$ cat src/rtl/cmd_mem_pkg.sv
package cmd_mem_pkg;
  typedef enum logic [2:0] {
    ST_IDLE, ST_SEND, ST_FREQ, ST_FWAIT, ST_SREQ, ST_SWAIT
  } ctl_state_e;

  typedef enum logic [2:0] {
    OP_NONE, OP_NIB, OP_SEND, OP_FULL, OP_SCOPE
  } op_e;

  typedef enum logic [2:0] {
    MA_HOLD, MA_NIB, MA_BYTE, MA_FULL, MA_SCOPE
  } mem_act_e;

  localparam int CODE_W = 4;
  localparam logic [CODE_W-1:0] CODE_NIB   = 4'h0;
  localparam logic [CODE_W-1:0] CODE_SEND  = 4'h1;
  localparam logic [CODE_W-1:0] CODE_FULL  = 4'h2;
  localparam logic [CODE_W-1:0] CODE_SCOPE = 4'h3;
endpackage

$ cat src/rtl/cmd_decode.sv
module cmd_decode
  import cmd_mem_pkg::*;
#(
  parameter int BYTE_W = 8
) (
  input  logic                     byte_valid,
  input  logic [BYTE_W-1:0]        byte_in,
  output op_e                      op,
  output logic [BYTE_W-CODE_W-1:0] arg
);
  logic [CODE_W-1:0] code;

  assign code = byte_in[CODE_W-1:0];
  assign arg  = byte_in[BYTE_W-1:CODE_W];

  always_comb begin
    op = OP_NONE;
    if (byte_valid) begin
      unique case (code)
        CODE_NIB:   op = OP_NIB;
        CODE_SEND:  op = OP_SEND;
        CODE_FULL:  op = OP_FULL;
        CODE_SCOPE: op = OP_SCOPE;
        default:    op = OP_NONE;
      endcase
    end
  end
endmodule

$ cat src/rtl/cmd_seq.sv
module cmd_seq
  import cmd_mem_pkg::*;
(
  input  logic       clk,
  input  logic       rst_n,
  input  op_e        op,
  input  logic       tx_ready,
  input  logic       full_done,
  input  logic       scope_done,
  output ctl_state_e state,
  output mem_act_e   act,
  output logic       tx_valid,
  output logic       full_start,
  output logic       scope_start
);
  ctl_state_e state_q, state_d;

  always_comb begin
    state_d = state_q;
    act     = MA_HOLD;
    unique case (state_q)
      ST_IDLE: begin
        unique case (op)
          OP_NIB:   act     = MA_NIB;
          OP_SEND:  state_d = ST_SEND;
          OP_FULL:  state_d = ST_FREQ;
          OP_SCOPE: state_d = ST_SREQ;
          default:  ;
        endcase
      end
      ST_SEND: if (tx_ready) begin
        act     = MA_BYTE;
        state_d = ST_IDLE;
      end
      ST_FREQ:  state_d = ST_FWAIT;
      ST_FWAIT: if (full_done) begin
        act     = MA_FULL;
        state_d = ST_IDLE;
      end
      ST_SREQ:  state_d = ST_SWAIT;
      ST_SWAIT: if (scope_done) begin
        act     = MA_SCOPE;
        state_d = ST_IDLE;
      end
      default:  state_d = ST_IDLE;
    endcase
  end

  always_ff @(posedge clk or negedge rst_n) begin
    if (!rst_n) state_q <= ST_IDLE;
    else        state_q <= state_d;
  end

  assign state       = state_q;
  assign tx_valid    = (state_q == ST_SEND);
  assign full_start  = (state_q == ST_FREQ);
  assign scope_start = (state_q == ST_SREQ);
endmodule

$ cat src/rtl/shift_mem.sv
module shift_mem
  import cmd_mem_pkg::*;
#(
  parameter int MEM_W  = 40,
  parameter int NIB_W  = 4,
  parameter int BYTE_W = 8,
  parameter int FULL_W = 32
) (
  input  logic              clk,
  input  logic              rst_n,
  input  mem_act_e          act,
  input  logic [NIB_W-1:0]  nib_in,
  input  logic [FULL_W-1:0] full_in,
  input  logic [MEM_W-1:0]  scope_in,
  output logic [MEM_W-1:0]  mem
);
  localparam int KEEP_W = MEM_W - FULL_W;

  logic [MEM_W-1:0] mem_q, full_next;

  generate
    if (KEEP_W > 0) begin : g_keep
      assign full_next = {mem_q[MEM_W-1:FULL_W], full_in};
    end else begin : g_all
      assign full_next = full_in[MEM_W-1:0];
    end
  endgenerate

  always_ff @(posedge clk or negedge rst_n) begin
    if (!rst_n) mem_q <= '0;
    else begin
      unique case (act)
        MA_NIB:   mem_q <= {mem_q[MEM_W-NIB_W-1:0], nib_in};
        MA_BYTE:  mem_q <= {mem_q[MEM_W-BYTE_W-1:0], {BYTE_W{1'b0}}};
        MA_FULL:  mem_q <= full_next;
        MA_SCOPE: mem_q <= scope_in;
        default:  ;
      endcase
    end
  end

  assign mem = mem_q;
endmodule

$ cat src/rtl/cmd_mem_ctrl.sv
module cmd_mem_ctrl
  import cmd_mem_pkg::*;
#(
  parameter int MEM_W  = 40,
  parameter int BYTE_W = 8,
  parameter int FULL_W = 32
) (
  input  logic              clk,
  input  logic              rst_n,
  input  logic              rx_valid,
  input  logic [BYTE_W-1:0] rx_data,
  output logic              tx_valid,
  input  logic              tx_ready,
  output logic [BYTE_W-1:0] tx_data,
  output logic              full_start,
  input  logic              full_done,
  input  logic [FULL_W-1:0] full_sample,
  output logic              scope_start,
  input  logic              scope_done,
  input  logic [MEM_W-1:0]  scope_sample
);
  localparam int NIB_W = BYTE_W - CODE_W;

  op_e                op_w;
  logic [NIB_W-1:0]   arg_w;
  ctl_state_e         state_w;
  mem_act_e           act_w;
  logic [MEM_W-1:0]   mem_w;
  logic               accept_w;

  assign accept_w = rx_valid && (state_w == ST_IDLE);

  cmd_decode #(.BYTE_W(BYTE_W)) dec_i (
    .byte_valid (accept_w),
    .byte_in    (rx_data),
    .op         (op_w),
    .arg        (arg_w)
  );

  cmd_seq seq_i (
    .clk         (clk),
    .rst_n       (rst_n),
    .op          (op_w),
    .tx_ready    (tx_ready),
    .full_done   (full_done),
    .scope_done  (scope_done),
    .state       (state_w),
    .act         (act_w),
    .tx_valid    (tx_valid),
    .full_start  (full_start),
    .scope_start (scope_start)
  );

  shift_mem #(
    .MEM_W  (MEM_W),
    .NIB_W  (NIB_W),
    .BYTE_W (BYTE_W),
    .FULL_W (FULL_W)
  ) mem_i (
    .clk      (clk),
    .rst_n    (rst_n),
    .act      (act_w),
    .nib_in   (arg_w),
    .full_in  (full_sample),
    .scope_in (scope_sample),
    .mem      (mem_w)
  );

  assign tx_data = mem_w[MEM_W-1 -: BYTE_W];
endmodule

$ cat config.mk
export PLATFORM = sky130hd
export DESIGN_NAME = cmd_mem_ctrl
export DESIGN_NICKNAME = d
export VERILOG_FILES = /design/src/rtl/cmd_mem_pkg.sv /design/src/rtl/cmd_decode.sv /design/src/rtl/cmd_seq.sv /design/src/rtl/shift_mem.sv /design/src/rtl/cmd_mem_ctrl.sv
export SDC_FILE = /design/constraint.sdc
export NUM_CORES = 1
export LEC_CHECK = 0
export ABC_AREA = 1
export ABC_CLOCK_PERIOD_IN_PS = 1600
export BUFFER_PORTS_ARGS = -buffer_cell sky130_fd_sc_hd__buf_2
export CORE_UTILIZATION = 48
export DETAILED_ROUTE_END_ITERATION = 10
export GPL_TIMING_DRIVEN = 0
export PLACE_DENSITY = 0.78
export SYNTH_ARGS = -nofsm -noshare
export SYNTH_HDL_FRONTEND = slang
export SYNTH_SLANG_ARGS = --single-unit
$ cat constraint.sdc
create_clock -name clk -period 1.6 [get_ports clk]
set_clock_uncertainty 0.05 [all_clocks]
set_input_delay 0.16 -clock clk [delete_from_list [all_inputs] [get_ports clk]]
set_output_delay 0.16 -clock clk [all_outputs]
set_load 0.1 [all_outputs]
==> results.md <==
* Post-Layout Cell Count at 765
* Rel. slew slack at 30.7%
* Initial antenna violation count at 0
* Combinational Power Share at 63.5%
* FP Rows at 30
* Worst setup EP type: flip-flop
* CP Cell Sequence: buf_6 -> nor2_4 -> nand3_2 -> inv_2 -> nand2_4 -> nand2_8 -> nand3_4 -> buf_6 -> nand2_2 -> nand2_1
* DR vias at 4041
* Mapped Area at 3360 um2
* H-tree levels at 2
* Count leader, synth: nand2_1
* Unrepaired setup endpoints after global routing: yes
* Placed cells at 733
* Setup Total Neg Slack at -2.10 ns
* CP startpoint kind: flip-flop
* Cts bufs inserted at 5
* DRT iter0 DRCs at 371
* CP max stage delay at 0.43 ns
* Post-DR vias/cell at 5.28
* Port bufs at 95
* Crit path buf inv count at 3
* Commonest cells in the synthesized netlist: nand2_1 (224), nor2_1 (62), nand4_1 (56), inv_1 (47), dfrtp_1 (43)
* WHS at -0.0223 ns
* Maximum clock insertion buffer count at 2
* Die W at 85.7 um
* Max Slew Vio Count at 0
* Register share of total power at 26.3%
* I/O pin cnt at 97
* Post-Syn Instances at 542
* Crit share post-route at 105%
* Worst path slowest cell: dfrtp_2
* First-pass GRT wire length at 17000 um
* Synth area leaders: dfrtp_1 (32%), nand2_1 (25%), nand4_1 (10%)
* Sequential area share after synthesis at 32.0%
* Fin. Hold Viols at 27
* Crit path DAT at 1.82 ns
* VDD IR max at 0.000548 V
* Worst r2r dst: mem_i.mem[22]
* Syn Nets at 628
* Reg clk slew, reported paths at 0.10 ns
* Main synth FF type: dfrtp_1
* Grt total ovfl at 0
* R2R Setup Slk at -0.07 ns
* Die height at 85.7 um
* CTS tree: yes
* Largest net degree at the start of global routing at 44
* Sw Share at 50.5%
* Final HPWL DP at 7000 um
* Clock Power Share at 10.2%
* Routability congestion estimate at 0.906
* Fin area at 4590 um2
* # fillers at 596
* Syn avg cell area at 6.20 um2
* Routed Antenna Nets at 0
* Failing checks: negative hold slack, negative setup slack
* Final setup vio count at 39
* Hold crit path type: primary input to async pin
* Initial Utilization at 49.5%
* Crit path max-delay family: simple AND/OR/NAND/NOR gates
* Synth top area share at 32.0%
* Worst Slack Setup Final at -0.0741 ns
* Yosys reg bits at 43
* Skew-Pair Late Insertion Delay at 0.31 ns
* ANT cells at 0
* Critical path type: flip-flop to flip-flop
* FFs w/ async S/R, synth at 100%
* Nets at 754
* Vias in the first global route at 3709
* Psw at 3.65 mW
* Area growth, synth to finish at 36.6%
* First-pass DRT Iterations at 5
* Power Density at 1570 nW/um2
* Critical R2R Launch: seq_i.state[0]
* Die footprint at 7340 um2
* Minimum clock period at 1.67 ns
* CP most frequent cell: buf_6
* Max-cap check violation count at 0
* Worst Max-Slew Pin Slew at 1.04 ns
* Area of the core at 6790 um2
* Reg2Reg Depth at 10
* DRC at 0
* Gr usage total at 29.2%
* Fmax at 0.597 GHz
* Share of layout cells above drive strength 1 at 34.4%
* Routed WL per cell at 13.7 um
* Routed WL at 10500 um
* CP max FO at 7
* Root Buffer: clkbuf_8
* Number of synthesized flops with an enable pin at 0
* Status: complete, but fails checks
* Worst endpoint required time at 1.75 ns
* Dpl cell area at 4000 um2
* Cell Int Power at 3.58 mW
* Clock sink count at 43
* Synth area leader: dfrtp_1
* LEAKAGE at 2.75 nW
* Yosys cell types at 22
* Syn. warnings at 0
## cell usage in the layout, fill, tap and decap left out
cell,synthesis,final
nor2_4,5,7
clkbuf_1,11,7
buf_6,8,15
clkbuf_16,0,1
nand3_1,36,34
nand2_2,1,36
buf_1,1,1
buf_2,12,102
nor2_1,62,60
inv_2,5,4
nand3_2,1,2
clkinv_4,0,1
clkinv_2,1,1
clkinvlp_4,0,3
buf_8,0,1
nand3_4,2,3
nand2_8,0,1
buf_4,8,26
nand3b_1,4,4
a21oi_1,10,10
dfrtp_2,0,2
clkbuf_8,0,5
dfrtp_1,43,41
nand4_1,56,56
nor3_4,0,2
clkbuf_4,0,1
buf_12,0,5
nand2_1,224,182
inv_1,47,44
inv_6,0,1
nand2_4,2,8
inv_4,1,3
## how the worst max path moves through the flow
stage	end	start	slack, ns	depth (start not counted)
after floorplan	seq_i.state[0]	seq_i.state[1]	-0.15	6
after global placement	tx_valid	seq_i.state[0]	-0.31	6
after detailed placement	tx_valid	seq_i.state[0]	-0.34	6
after CTS	mem_i.mem[14]	seq_i.state[0]	-0.04	10
after global routing	mem_i.mem[23]	seq_i.state[0]	-0.13	10
final	mem_i.mem[22]	seq_i.state[0]	-0.07	10
## cells by family (layout without fill, tap and decap cells)
kind of cell,count (synthesis),count (layout),synth area share (%)
AO/OA/AOI/OAI,10,10,1.49
flip-flops,43,43,32.0
AND/OR/NAND/NOR,395,395,52.8
buffers and inverters,94,221,13.7
## repair_timing
item | 4_1_cts | 5_1_grt
gates resized for setup | 65 | 27
pin swaps | 34 | 16
gates cloned | 3 | 1
setup endpoints to repair | 44 | 44
hold buffers | 0 | 0
buffers inserted | 20 | 4
## power groups by stage
| stage | Combinational [mW] | Sequential, mW | Clock (mW) |
|---|---|---|---|
| 2_1_floorplan | 2.81 | 1.81 | 0 |
| 4_1_cts | 4.24 | 1.88 | 0.737 |
| 6_report | 4.59 | 1.90 | 0.735 |
| 3_5_place_dp | 3.48 | 1.91 | 0 |
| 3_3_place_gp | 3.41 | 1.89 | 0 |
| 5_1_grt | 4.97 | 1.94 | 0.780 |
## sequential cells by signal, indices dropped and copies added (netlist names)
name	count
seq_i.state	3
mem_i.mem	40
## area by class of cell
class | count | area (um2) | share of cell area, %
Multi-Input combinational cell | 405 | 2030 | 44.2
Sequential cell | 43 | 1080 | 23.5
Timing Repair Buffer | 122 | 768 | 16.7
Buffer | 37 | 284 | 6.19
Inverter | 54 | 224 | 4.88
Tap cell | 96 | 120 | 2.62
Clock buffer | 5 | 68.8 | 1.50
Clock inverter | 3 | 20.0 | 0.436
## stage by stage
step                power [mW]  hold slack [ns]  util (%)  setup WS (ns)
floorplan                 4.62           -0.186         -         -0.147
global route              7.69           0.0412      67.6         -0.134
detailed placement        5.39            0.334      58.8         -0.340
global placement          5.30            0.323      58.8         -0.314
CTS                       6.86          0.00210      65.5        -0.0384
finish                    7.23          -0.0223      67.6        -0.0741
## metal layers
metal	up-vias	wire length (um)	track usage, %
met3	40	798	4.52
met2	205	4850	49.5
met1	1830	4460	37.4
met4	0	351	11.7
met5	-	0	0
li1	1966	-	-
Note: power is estimated with default switching activity, not from simulation.
